[src/rtl/ring_pkg.sv]
package ring_pkg;
  localparam int MIN_SLOTS = 3;
  localparam int MAX_SLOTS = 8;

  function automatic int slot_bits(input int n);
    return (n > 1) ? $clog2(n) : 1;
  endfunction
endpackage

[src/rtl/ring_ptr.sv]
module ring_ptr #(
  parameter int N  = 4,
  parameter int SW = 2
) (
  input  logic          clk,
  input  logic          rst,
  input  logic          adv,
  output logic [SW-1:0] idx,
  output logic          lap
);
  localparam logic [SW-1:0] LAST = SW'(N - 1);

  always_ff @(posedge clk) begin
    if (rst) begin
      idx <= '0;
      lap <= 1'b0;
    end else if (adv) begin
      if (idx == LAST) begin
        idx <= '0;
        lap <= ~lap;
      end else begin
        idx <= idx + 1'b1;
      end
    end
  end
endmodule

[src/rtl/ring_phase_bank.sv]
module ring_phase_bank #(
  parameter int N  = 4,
  parameter int SW = 2
) (
  input  logic          clk,
  input  logic          rst,
  input  logic          hit,
  input  logic [SW-1:0] sel,
  output logic [N-1:0]  ph
);
  for (genvar g = 0; g < N; g++) begin : g_slot
    logic bit_q;
    always_ff @(posedge clk) begin
      if (rst)
        bit_q <= 1'b0;
      else if (hit && sel == SW'(g))
        bit_q <= ~bit_q;
    end
    assign ph[g] = bit_q;
  end
endmodule

[src/rtl/ring_ctrl.sv]
module ring_ctrl #(
  parameter int NUM_SLOTS = 4,
  parameter int CNT_W     = 16,
  parameter int SLOT_W    = ring_pkg::slot_bits(NUM_SLOTS)
) (
  input  logic              clk,
  input  logic              rst,
  input  logic              start,
  input  logic [CNT_W-1:0]  total_tiles,
  output logic              issue_valid,
  input  logic              issue_ready,
  output logic [SLOT_W-1:0] issue_slot,
  output logic              issue_lap,
  input  logic              fill_done,
  input  logic [SLOT_W-1:0] fill_slot,
  output logic              cons_valid,
  output logic [SLOT_W-1:0] cons_slot,
  output logic              cons_lap,
  input  logic              cons_release,
  output logic              busy,
  output logic              done
);
  localparam logic [CNT_W-1:0] PRO_FILLS = CNT_W'(NUM_SLOTS - 1);
  localparam logic [SLOT_W:0]  SLOT_CNT  = (SLOT_W + 1)'(NUM_SLOTS);

  logic              active_q, done_q;
  logic [CNT_W-1:0]  total_q, issued_q, released_q;
  logic [SLOT_W-1:0] pidx, cidx;
  logic              plap, clap;
  logic [NUM_SLOTS-1:0] full_ph, empty_ph, pend;
  logic [CNT_W-1:0]  pro_lim;
  logic              in_prologue, issue_fire, cons_fire, fill_ok;

  assign pro_lim     = (total_q < PRO_FILLS) ? total_q : PRO_FILLS;
  assign in_prologue = issued_q < pro_lim;

  assign issue_valid = active_q && (issued_q != total_q) && (empty_ph[pidx] == plap);
  assign cons_valid  = active_q && !in_prologue && (full_ph[cidx] != clap);
  assign issue_fire  = issue_valid && issue_ready;
  assign cons_fire   = cons_valid && cons_release;
  assign fill_ok     = fill_done && ({1'b0, fill_slot} < SLOT_CNT) && pend[fill_slot];

  assign issue_slot = pidx;
  assign issue_lap  = plap;
  assign cons_slot  = cidx;
  assign cons_lap   = clap;
  assign busy       = active_q;
  assign done       = done_q;

  ring_ptr #(.N(NUM_SLOTS), .SW(SLOT_W)) u_prod_ptr (
    .clk(clk), .rst(rst), .adv(issue_fire), .idx(pidx), .lap(plap)
  );

  ring_ptr #(.N(NUM_SLOTS), .SW(SLOT_W)) u_cons_ptr (
    .clk(clk), .rst(rst), .adv(cons_fire), .idx(cidx), .lap(clap)
  );

  ring_phase_bank #(.N(NUM_SLOTS), .SW(SLOT_W)) u_full_bank (
    .clk(clk), .rst(rst), .hit(fill_ok), .sel(fill_slot), .ph(full_ph)
  );

  ring_phase_bank #(.N(NUM_SLOTS), .SW(SLOT_W)) u_empty_bank (
    .clk(clk), .rst(rst), .hit(cons_fire), .sel(cidx), .ph(empty_ph)
  );

  // Outstanding-fill marker per slot: set on accepted offer, cleared on landing
  for (genvar g = 0; g < NUM_SLOTS; g++) begin : g_pend
    logic pend_q;
    always_ff @(posedge clk) begin
      if (rst)
        pend_q <= 1'b0;
      else if (issue_fire && pidx == SLOT_W'(g))
        pend_q <= 1'b1;
      else if (fill_ok && fill_slot == SLOT_W'(g))
        pend_q <= 1'b0;
    end
    assign pend[g] = pend_q;
  end

  always_ff @(posedge clk) begin
    if (rst) begin
      active_q   <= 1'b0;
      done_q     <= 1'b0;
      total_q    <= '0;
      issued_q   <= '0;
      released_q <= '0;
    end else if (!active_q) begin
      if (start) begin
        active_q   <= 1'b1;
        done_q     <= 1'b0;
        total_q    <= total_tiles;
        issued_q   <= '0;
        released_q <= '0;
      end
    end else begin
      if (issue_fire) issued_q <= issued_q + 1'b1;
      if (cons_fire)  released_q <= released_q + 1'b1;
      if (released_q == total_q) begin
        active_q <= 1'b0;
        done_q   <= 1'b1;
      end
    end
  end
endmodule

[config.mk]
export PLATFORM = sky130hd
export DESIGN_NAME = ring_ctrl
export DESIGN_NICKNAME = d
export VERILOG_FILES = /design/src/rtl/ring_pkg.sv /design/src/rtl/ring_ptr.sv /design/src/rtl/ring_phase_bank.sv /design/src/rtl/ring_ctrl.sv
export SDC_FILE = /design/constraint.sdc
export NUM_CORES = 1
export LEC_CHECK = 0
export BUFFER_PORTS_ARGS = -buffer_cell sky130_fd_sc_hd__buf_4
export CAP_MARGIN = 20
export CORE_MARGIN = 1
export CORE_UTILIZATION = 54
export DETAILED_ROUTE_END_ITERATION = 8
export PLACE_DENSITY = 0.82
export RECOVER_POWER = 100
export SYNTH_ARGS = -nofsm -noshare
export SYNTH_HDL_FRONTEND = slang
export SYNTH_SLANG_ARGS = --single-unit
[constraint.sdc]
create_clock -name clk -period 2.6 [get_ports clk]
set_clock_uncertainty 0.1 [all_clocks]
set_input_delay 0.26 -clock clk [delete_from_list [all_inputs] [get_ports clk]]
set_output_delay 0.26 -clock clk [all_outputs]
set_load 0.05 [all_outputs]
# After elaboration in Yosys (flattened, before gate mapping)
# Index checks and enable logic that the tools add are counted.
# classes
n_addsub	4
order_cmp	5
eq_ne	16
mux	28
n_bitwise	11
reduce_logical	34
# op_table
operator	count
2-to-1 mux 16 bit	6
adder 16 x 1 -> 16 bit, second input constant	2
logical AND 1 bit	19
2-to-1 mux 1 bit	17
equality test 16 bit	1
less-than comparator 16 bit	1
less-than comparator 16 x 2 -> 1 bit, second input constant	1
!= test 16 bit	1
equality test 2 bit, second input constant	6
AND reduction 2 bit	6
inverter 1 bit	11
nonzero test 2 bit	5
less-than comparator 2 x 3 -> 1 bit, second input constant	3
binary-select mux 1 bit (select 2 bit)	3
equality test 2 x 1 -> 1 bit, second input constant	3
zero test 2 bit	3
!= test 2 x 1 -> 1 bit, second input constant	3
adder 2 x 1 -> 2 bit, second input constant	2
2-to-1 mux 2 bit	2
equality test 1 bit	1
zero test 1 bit	1
!= test 1 bit	1
# totals
reg_bits	68
in_bits	24
out_inout_bits	10
word_cells	119

# Logic depth before layout (Yosys ltp)
# Gate-level depths: netlist of run 1.
# depth
ltp_word	9
ltp_mapped	12
mapped_depth_nobuf	10

# Modules after synthesis
# Synthesis of run 1 repeated with hierarchy kept, for this count alone.
# hier_totals
hier_cells	470
hier_area_um2	4023.9
# modules_own_cells
mod	instances	cells_per_inst	area_each_um2
ring_ctrl	1	398	3288.2
ring_phase_bank	2	24	235.2
ring_ptr	2	12	132.6

# Least setup slack after synthesis of run 1
# OpenSTA, ideal clock, no wires.
# synth_timing
path_kind	register -> output
startpoint	reg issued_q[11]
endpoint	out cons_valid
arrival_ns	2.465
required_ns	2.240
path_slack_ns	-0.225
path_stages_with_launch	6
path_buffers	0
path_cell_list	dfxtp_1 -> ha_1 -> nand4_1 -> or4_1 -> a2111o_1 -> a21oi_1
# synth_via
elab_chain_len	4
# synth_rtl
element	line	text
from (decl)	ring_ctrl.sv:27	logic [CNT_W-1:0] total_q, issued_q, released_q;
from (signal assigned)	ring_ctrl.sv:96	if (issue_fire) issued_q <= issued_q + 1'b1;
less-than comparator 16 bit	ring_ctrl.sv:35	assign in_prologue = issued_q < pro_lim;
zero test 1 bit	ring_ctrl.sv:38	assign cons_valid = active_q && !in_prologue && (full_ph[cidx] != clap);
logical AND 1 bit (2 in series)	ring_ctrl.sv:38	
to (decl)	ring_ctrl.sv:16	output logic cons_valid,
# Every way passes these cells.

# Worst setup path in the final report of run 1
# layout_timing
startpoint	reg issued_q[15]
endpoint	out cons_valid
# The elaborated chain is that of the path after synthesis.

==> metrics.yaml, run 1 <==
p_clk_share_pct: 40.6
slowest_delay_ns: 0.55
syn_inst: 479
synth_top_area_share_pct: 34.65
crit_arrival_ns: 2.53
grt_max_degree: 57
synth_area_per_cell_um2: 8.202
start_kind: "flip-flop"
diodes: 0
seqPwrFrac_pct: 45.6
final-max-slew-violation-count: 0
finalWirelength_um: 10560
clock_latency_ns: 0.35
crit_buf_inv: 2
critPathRequiredTime_ns: 2.24
finalCoreUtilization_pct: 72.14
syn2layout_area_growth_pct: 26.82
fin_tns_setup_ns: -4.843
worstSetupPathType: "flip-flop to primary output"
num_vias: 3892
ios: 34
gr-total-overflow: 0
first_pass_iters: 5
grt_pass1_vias: 3806
drive_gt1_share_pct: 20.56
yosysTopAreaCell: "dfxtp_1"
fin_crit_sh_pct: 111.2
vias_per_cell: 5.809
die_h_um: 87.30
pwr-share-comb_pct: 13.9
ys_warn_count: 0
rsz0062_at_grt: "yes"
nNetsFinal: 618
p_int_mw: 1.764
ys_ff_latch: 68
violations: "setup timing"
p_sw_share_pct: 25.85
crit_top_cell: "buf_6"
io_buffers: 33
clk_pin_slew_ns: 0.07
drt_iter0_drc: 234
max_slew_margin_pct: 18.50
finalHoldViolCount: 0
drcViolationCount: 0
leakagePower_nw: 2.063
maxCapViolCount: 0
drt-wirelength-per-cell_um: 15.77
async_flop_share_pct: 0
total_power_mw: 2.379
critical_path_peak_fanout: 2
start_util_pct: 56.88
fmax_ghz: 0.3459
cts_tree: "done"
worst_pin_slew_ns: 1.223
path_cells: "ha_1 > nand4_1 > or4_4 > a2111o_1 > buf_6 > a21oi_4 > buf_6"
design.core.area_um2: 6907
row_count: 30
clock-sinks: 68
netlist_area_um2: 3929
finalCriticalPeriod_ns: 2.891
ys_seq_area_share_pct: 34.65
die_w_um: 87.30
ys_types: 44
synth_area_leaders: "dfxtp_1 (35%), ha_1 (8.0%), nand2_1 (7.0%)"
dieArea_um2: 7620
status: "finished with violations"
clockBufferDepth: 2
hold_class: "input port to flip-flop"
cts_made_buffers: 9
synth_edf_count: 0
crit_family: "simple AND/OR/NAND/NOR gates"
p_switching_uw: 614.8
place_congestion: 0.8786
grt_use_total_pct: 29.49
antenna_left: 0
end_kind: "primary output"
antenna_found_initial: 0
vdd_ir_drop_max_mv: 0.3010
crit_slowest_cell: "or4_4"
clock-root-buffer: "clkbuf_8"
dp_hpwl_um: 7301
powerDensity_nw_per_um2: 477.4
fin_ws_ns: -0.2910
htree_levels: 3
grt_pass1_wl_um: 17440
finalSetupViolations: 24
yosys_most_used_dff: "dfxtp_1"
-- metal layers --
metal  part of all wire, %  routed length (um)  track usage [%]  vias up
met4                   1.8                 190            10.73        0
met5                     0                   0                0        -
li1                      -                   -                -     1879
met2                    50                5289            50.64      135
met3                   5.4                 570            6.066       23
met1                    43                4512            36.38     1855
-- flip-flops by register name, indices dropped and copies added, names as in the netlist, 2 cells and up --
signal,count
u_cons_ptr.idx,2
u_full_bank.g_slot.bit_q,4
released_q,16
u_empty_bank.g_slot.bit_q,4
total_q,16
g_pend.pend_q,4
issued_q,16
u_prod_ptr.idx,2
-- cell usage after synthesis, types with 3 or more instances --
cell type / number
o21ai_1: 6
nand2_1: 73
a2111o_1: 4
nor2_1: 18
o211ai_1: 5
dfxtp_1: 68
o21ai_0: 18
nand4_1: 15
or3_1: 30
mux2i_1: 17
a211oi_1: 4
ha_1: 25
and2_1: 3
xnor2_1: 19
nand2b_1: 3
nand3_1: 19
a21oi_1: 49
xor2_1: 21
and3_1: 7
nor4_1: 9
o2111ai_1: 6
inv_1: 14
or4_1: 4
clkbuf_1: 19
-- power groups by stage --
stage	Combinational [mW]	Sequential (mW)	Clock, mW
floorplan	0.169	1.12	0
global placement	0.298	1.10	0
detailed placement	0.308	1.11	0
CTS	0.322	1.08	0.974
global route	0.358	1.09	1.03
finish	0.330	1.08	0.965
-- logic make-up (layout without fill, tap and decap cells) --
kind of cell | count (synthesis) | in the layout | share of synthesized area, %
mux | 19 | 19 | 5.478
flops | 68 | 68 | 34.65
xor+xnor | 40 | 40 | 8.917
buf+inv | 38 | 119 | 3.949
fa+ha+maj | 25 | 25 | 7.962
compound gates | 101 | 102 | 15.41
other cells | 1 | 14 | 0.09545
simple gates | 187 | 187 | 23.54
-- tightest hold or removal path, delay by kind of cell --
kind	cells	cell delay, ns
compound gates	1	0.05
buf+inv	1	0.11
simple gates	1	0.04
-- what timing repair did --
| action | in CTS | in global routing |
|---|---|---|
| gates resized for setup | 14 | 9 |
| setup endpoints to repair | 20 | 24 |
| cloned | 1 | 0 |
| setup buffers | 10 | 4 |
| hold buffers | 0 | 0 |
| pin swaps | 11 | 6 |
-- placed cells by master, fill, tap and decap left out, drive strengths merged, types with 19 or more instances in the layout --
| cell | n |
|---|---|
| xor2 | 21 |
| or3 | 30 |
| nand3 | 19 |
| xnor2 | 19 |
| o21ai | 24 |
| a21oi | 50 |
| nand2 | 73 |
| dfxtp | 68 |
| clkbuf | 19 |
| buf | 81 |
| ha | 25 |
-- final timing paths --
check,to,slack (ns),from,depth (start not counted)
max,cons_valid,-0.29,issued_q[15],7
min,total_q[11],0.05,total_tiles[11],3
max reg2reg,u_empty_bank.g_slot[3].bit_q,-0.28,issued_q[15],9
min reg2reg,g_pend[1].pend_q,0.39,g_pend[1].pend_q,2
-- cell type report --
class / instances / area, um2
fill: 535 / 1924
tap: 96 / 120.1
timing repair buffer: 89 / 658.1
multi-input combinational: 387 / 2565
inverter: 14 / 52.55
clock inverter: 5 / 75.07
clock buffer: 11 / 141.4
sequential: 68 / 1370
-- metrics by stage --
| step | instance area [um2] | hold slack, ns | std cells | setup slack [ns] |
|---|---|---|---|---|
| final | 4982 | 0.04549 | 670 | -0.2910 |
| after global routing | 4982 | 0.04705 | 670 | -0.3697 |
| after CTS | 4957 | 0.03757 | 667 | -0.2098 |
| after detailed placement | 4586 | 0.3694 | 640 | -0.2364 |
| after global placement | 4586 | 0.3566 | 640 | -0.1269 |
| after floorplan | 3984 | 0.2960 | 492 | 0.0003557 |
No activity file was read; power rests on OpenSTA's default activity.
==> inputs of run 2 (changes only) <==
CELL_PAD_IN_SITES_DETAIL_PLACEMENT = 1   (was unset)
CELL_PAD_IN_SITES_GLOBAL_PLACEMENT = 1   (was unset)
CORE_UTILIZATION = 48   (was 54)
PLACE_DENSITY = 0.9   (was 0.82)
clock period = 3.4 ns   (was 2.6 ns; I/O delays follow)
==> run 2 against run 1 <==
Compared with the run above:
- the run now ends clean
- worst hold slack better by 0.065 ns
- critical path depth is 2 higher
- non-clock buffer count is 45 lower
- critical path type unchanged
- critical endpoint unchanged
- largest cell class unchanged
- largest power group unchanged
- clock-buffer cell count stayed put
==> metrics.yaml, run 2 (synthesis results as in run 1) <==
drt-wirelength-per-cell_um: 19.28  # +22%
powerDensity_nw_per_um2: 388.1  # -19%
gr-total-overflow: 0  # unchanged
antenna_left: 0  # unchanged
final_common_cell: "nand2_1"
htree_levels: 3  # unchanged
design.core.area_um2: 7807  # +13%
critical_path_peak_fanout: 4  # +2
rrSetupSlack_ns: 0.24  # +0.52 ns
fmax_ghz: 0.3083
finalSetupViolations: 0  # -100%
grt_pass1_wl_um: 19780  # +13%
fin_tns_setup_ns: 0  # +4.843 ns
clock_latency_ns: 0.37  # +0.02 ns
antenna_found_initial: 0  # unchanged
critPathRequiredTime_ns: 2.96  # +0.72 ns
multiInputGateArea_um2: 2456  # -4.2%
finalHoldViolCount: 0  # unchanged
num_vias: 3819  # -1.9%
start_kind: "flip-flop"
place_congestion: 0.8570  # -2.5%
drt_iter0_drc: 162  # -31%
status: "completed"
io_buffers: 33  # unchanged
end_kind: "primary output"
syn2layout_area_growth_pct: 14.01
cts-resized-gates: 0  # -14
nNetsFinal: 572  # -7.4%
worstSetupPathType: "flip-flop to primary output"
drcViolationCount: 0  # unchanged
dieArea_um2: 8551  # +12%
grt_pass1_vias: 4107  # +7.9%
diodes: 0  # unchanged
clock-sinks: 68  # unchanged
cts_made_buffers: 9  # unchanged
clock-root-buffer: "clkbuf_8"
maxCapViolCount: 0  # unchanged
cts_tree: "done"
vdd_ir_drop_max_mv: 0.2112  # -30%
fillers: 986  # +84%
holdPathStages: 3  # unchanged
start_util_pct: 50.32  # -6.6 points
final-max-slew-violation-count: 0  # unchanged
fin_ws_ns: 0.1564  # +0.4474 ns
finalWirelength_um: 12140  # +15%
top_regs: "issued_q: 16 flops, released_q: 16 flops, total_q: 16 flops"
clockBufferDepth: 2  # unchanged
drive_gt1_share_pct: 9.659  # -11 points
final_cell_mix: "nand2_1 (73), dfxtp_1 (68), a21oi_1 (49), buf_4 (32), or3_1 (30)"
grt_use_total_pct: 30.10  # +0.61 points
finalCriticalPeriod_ns: 3.244
seq_area_um2: 1361  # -0.64%
dp_hpwl_um: 8651  # +18%
rsz0062_at_grt: "no"
leakagePower_nw: 1.795  # -13%
die_h_um: 92.47  # +5.9%
hold_class: "input port to flip-flop"
dp_slack_ns: 0.3262  # +0.5625 ns
vias_per_cell: 6.062  # +4.4%
max_slew_margin_pct: 14.84  # -3.7 points
post_cts_buffers: 0  # -10
worstRegToRegCells: 11  # +2
cts-hold-fix-buffers: 0  # unchanged
row_count: 32  # +6.7%
grt_max_degree: 57  # unchanged
ios: 34  # unchanged
fin_crit_sh_pct: 95.40
clk_pin_slew_ns: 0.08  # about the same
die_w_um: 92.47  # +5.9%
first_pass_iters: 4  # -1
crit_arrival_ns: 2.80  # +0.27 ns
worst_pin_slew_ns: 1.277  # +0.05487 ns
-- run 2: final timing paths --
kind	startpoint	endpoint
max	total_q[8]	cons_valid
min	total_tiles[3]	total_q[3]
max reg2reg	total_q[8]	u_cons_ptr.idx[0]
min reg2reg	g_pend[2].pend_q	g_pend[2].pend_q
-- run 2: cell type report --
cell class                 instances  share of cell area [%]
tap                              102                   2.849
clock buffer                      11                   2.933
multi-input combinational        386                   54.83
sequential                        68                   30.39
timing repair buffer              44                   6.453
inverter                          14                   1.173
clock inverter                     5                   1.369
-- run 2: power by group --
group / total [mW] / switching [mW] / internal (mW) / leakage [nW]
clock network: 0.683 / 0.340 / 0.343 / 0.0979
registers: 0.839 / 0.0266 / 0.813 / 0.551
logic: 0.216 / 0.136 / 0.0799 / 1.15
-- run 2: worst max-delay path, cell delays in order, from the launching register on --
cell and delay (ns):
dfxtp_1 0.40, nor4_1 0.40, nand4_1 0.19, nor2_1 0.15, ha_1 0.17, a211o_1 0.12, nor2_1 0.05, a2111o_1 0.47
a21oi_1 0.23, buf_4 0.24
-- run 2: layer usage --
layer	global-route usage (%)	vias up	wire length, um
met5	0	-	0
met4	14.19	0	319
met3	7.553	28	452
met2	54.38	88	6294
met1	32.66	1920	5078
li1	-	1783	-
-- run 2: per-stage QoR --
stage               instance area (um2)  utilization (%)  power (mW)  hold WS, ns  std cells
finish                             4479            57.37       1.738       0.1106        630
global route                       4479            57.37       1.803       0.1008        630
CTS                                4528            58.00       1.752       0.1065        630
detailed placement                 4335            55.53       1.075       0.3748        614
global placement                   4335            55.53       1.063       0.3624        614
floorplan                          3978                -      0.9880       0.3443        492
==> inputs of run 3 (changes only) <==
clock period = 4.2 ns   (was 3.4 ns; I/O delays follow)
==> run 3 against run 2 <==
Compared with the run above:
- the run now ends with capacitance limit, slew limit left
- via count is 1.3% lower
- critical endpoint unchanged
- sequential power is 19% lower
- register-to-register slack better by 0.51 ns
- global-route usage is 0.23 points higher
- die area stayed put
- clock power is 9.4% lower
==> metrics.yaml, run 3 (synthesis results as in run 1) <==
status: "finished with violations"
violations: "capacitance limit, slew limit"
row_count: 32  # unchanged
p_sw_share_pct: 26.45  # -2.5 points
drcViolationCount: 0  # unchanged
cts_tree: "done"
top_regs: "issued_q: 16 flops, released_q: 16 flops, total_q: 16 flops"
ios: 34  # unchanged
post_cts_buffers: 0  # unchanged
dieArea_um2: 8551  # unchanged
die_h_um: 92.47  # unchanged
clock_latency_ns: 0.35  # -0.02 ns
nNetsFinal: 565  # -1.2%
fin_crit_sh_pct: 85.80
htree_levels: 3  # unchanged
p_int_mw: 1.081  # -13%
rrSetupSlack_ns: 0.75  # +0.51 ns
max_slew_margin_pct: -21.86  # -37 points
clock-root-buffer: "clkbuf_8"
hold_class: "input port to flip-flop"
maxCapViolCount: 1  # +1
fin_tns_setup_ns: 0  # unchanged
start_kind: "flip-flop"
drt_iter0_drc: 174  # +7.4%
finalWirelength_um: 12130  # -0.15%
place_area_um2: 4275  # -1.4%
worst-path-stages: 9  # unchanged
grt_util_met2_pct: 52.04  # -2.3 points
dp_hpwl_um: 8216  # -5.0%
fmax_ghz: 0.2775
critPathRequiredTime_ns: 3.68  # +0.72 ns
crit_top_cell: "nor2_1"
worst_pin_slew_ns: 1.828  # +0.5504 ns
path_cells: "nor4_1 > nand4_1 > nor2_1 > ha_1 > a211o_1 > nor2_1 > a2111o_1 > a21oi_1 > clkbuf_1"
clockBufferDepth: 2  # unchanged
crit_buf_inv: 1  # unchanged
clock-sinks: 68  # unchanged
reg2reg_from: "busy"
seqPwrFrac_pct: 46.5  # -1.8 points
die_w_um: 92.47  # unchanged
grtUsageMet3_pct: 5.911  # -1.6 points
crit_arrival_ns: 3.08  # +0.28 ns
leakagePower_nw: 1.760  # -1.9%
worstSetupPathType: "flip-flop to primary output"
syn2layout_area_growth_pct: 13.31
powerDensity_nw_per_um2: 330.1  # -15%
rr_endpoint: "issued_q[15]"
grt_max_degree: 57  # unchanged
startpoint: "total_q[4]"
antenna_found_initial: 0  # unchanged
grt_pass1_vias: 4031  # -1.9%
grt_most_used_layer: "met2"
crit_family: "compound AO/OA/AOI/OAI gates"
antenna_left: 0  # unchanged
cts_made_buffers: 9  # unchanged
final_common_cell: "nand2_1"
critical_path_peak_fanout: 4  # unchanged
io_buffers: 33  # unchanged
vias_per_cell: 6.061  # about the same
diodes: 0  # unchanged
slowest_delay_ns: 0.49  # +0.02 ns
cp-endpoint: "cons_valid"
crit_slowest_cell: "clkbuf_1"
holdPathStages: 3  # unchanged
p_switching_uw: 388.7  # -23%
finalHoldViolCount: 0  # unchanged
finalCoreUtilization_pct: 57.02  # -0.35 points
grt_use_total_pct: 30.33  # +0.23 points
final_cell_mix: "nand2_1 (73), dfxtp_1 (68), a21oi_1 (49), or3_1 (30), ha_1 (25)"
final-max-slew-violation-count: 45  # +45
grt_pass1_wl_um: 19980  # +1.0%
place_congestion: 0.8687  # +1.4%
cts-hold-fix-buffers: 0  # unchanged
design.core.area_um2: 7807  # unchanged
end_kind: "primary output"
rsz0062_at_grt: "no"
num_vias: 3770  # -1.3%
start_util_pct: 50.32  # unchanged
worstRegToRegCells: 5  # -6
total_power_mw: 1.470  # -15%
met1_usage_pct: 36.29  # +3.6 points
fin_ws_ns: 0.5964  # +0.4400 ns
dp_slack_ns: 1.123  # +0.7969 ns
drive_gt1_share_pct: 8.269  # -1.4 points
gr-total-overflow: 0  # unchanged
drt-wirelength-per-cell_um: 19.50  # +1.1%
finalCriticalPeriod_ns: 3.604
finalSetupViolations: 0  # unchanged
design_area_um2: 4452  # -0.61%
p_clk_share_pct: 42.1  # +2.8 points
first_pass_iters: 4  # unchanged
pwr-share-comb_pct: 11.4  # -1.0 points
vdd_ir_drop_max_mv: 0.1579  # -25%
clk_pin_slew_ns: 0.08  # about the same
cts-resized-gates: 0  # unchanged
run 3: changes by cell type in the layout (fill, tap and decap cells not counted), sizes merged:
cell and delta:
buf -9, clkbuf +2, clkinv -2, bufinv +1
clkinvlp +1, inv -1
run 3: power groups by stage:
stage	clock (mW)	combinational [mW]	sequential, mW
after floorplan	0	0.104	0.695
after global placement	0	0.157	0.696
after detailed placement	0	0.165	0.697
after CTS	0.621	0.170	0.683
after global routing	0.654	0.184	0.685
final	0.619	0.167	0.683
run 3: worst min-delay path, delay by kind of cell:
kind	cells	cell delay [ns]
AO/OA/AOI/OAI	1	0.05
AND/OR/NAND/NOR	1	0.05
buffers and inverters	1	0.11
run 3: metrics by stage:
step	hold WS [ns]	instances
after floorplan	0.3443	492
after global placement	0.3615	606
after detailed placement	0.3813	606
after CTS	0.2088	621
after global routing	0.2083	622
final	0.2083	622
run 3: per-layer routing:
layer | wire length (um) | part of all wire, %
met1 | 5161 | 43
met2 | 6160 | 51
met3 | 412 | 3.4
met4 | 391 | 3.2
met5 | 0 | 0
run 3: worst min-delay path by stage:
stage          slack, ns               end             start
4_1_cts             0.21        total_q[4]    total_tiles[4]
3_5_place_dp        0.38  g_pend[1].pend_q  g_pend[1].pend_q
2_1_floorplan       0.34  g_pend[0].pend_q  g_pend[0].pend_q
5_1_grt             0.21        total_q[3]    total_tiles[3]
3_3_place_gp        0.36  g_pend[0].pend_q  g_pend[0].pend_q
6_report            0.21        total_q[4]    total_tiles[4]
run 3: layout make-up:
| class | instances | area [um2] |
|---|---|---|
| Tap cell | 102 | 127.6 |
| Fill cell | 982 | 3356 |
| Clock inverter | 4 | 72.57 |
| Multi-Input combinational cell | 386 | 2461 |
| Sequential cell | 68 | 1361 |
| Timing Repair Buffer | 37 | 225.2 |
| Inverter | 14 | 52.55 |
| Clock buffer | 11 | 151.4 |
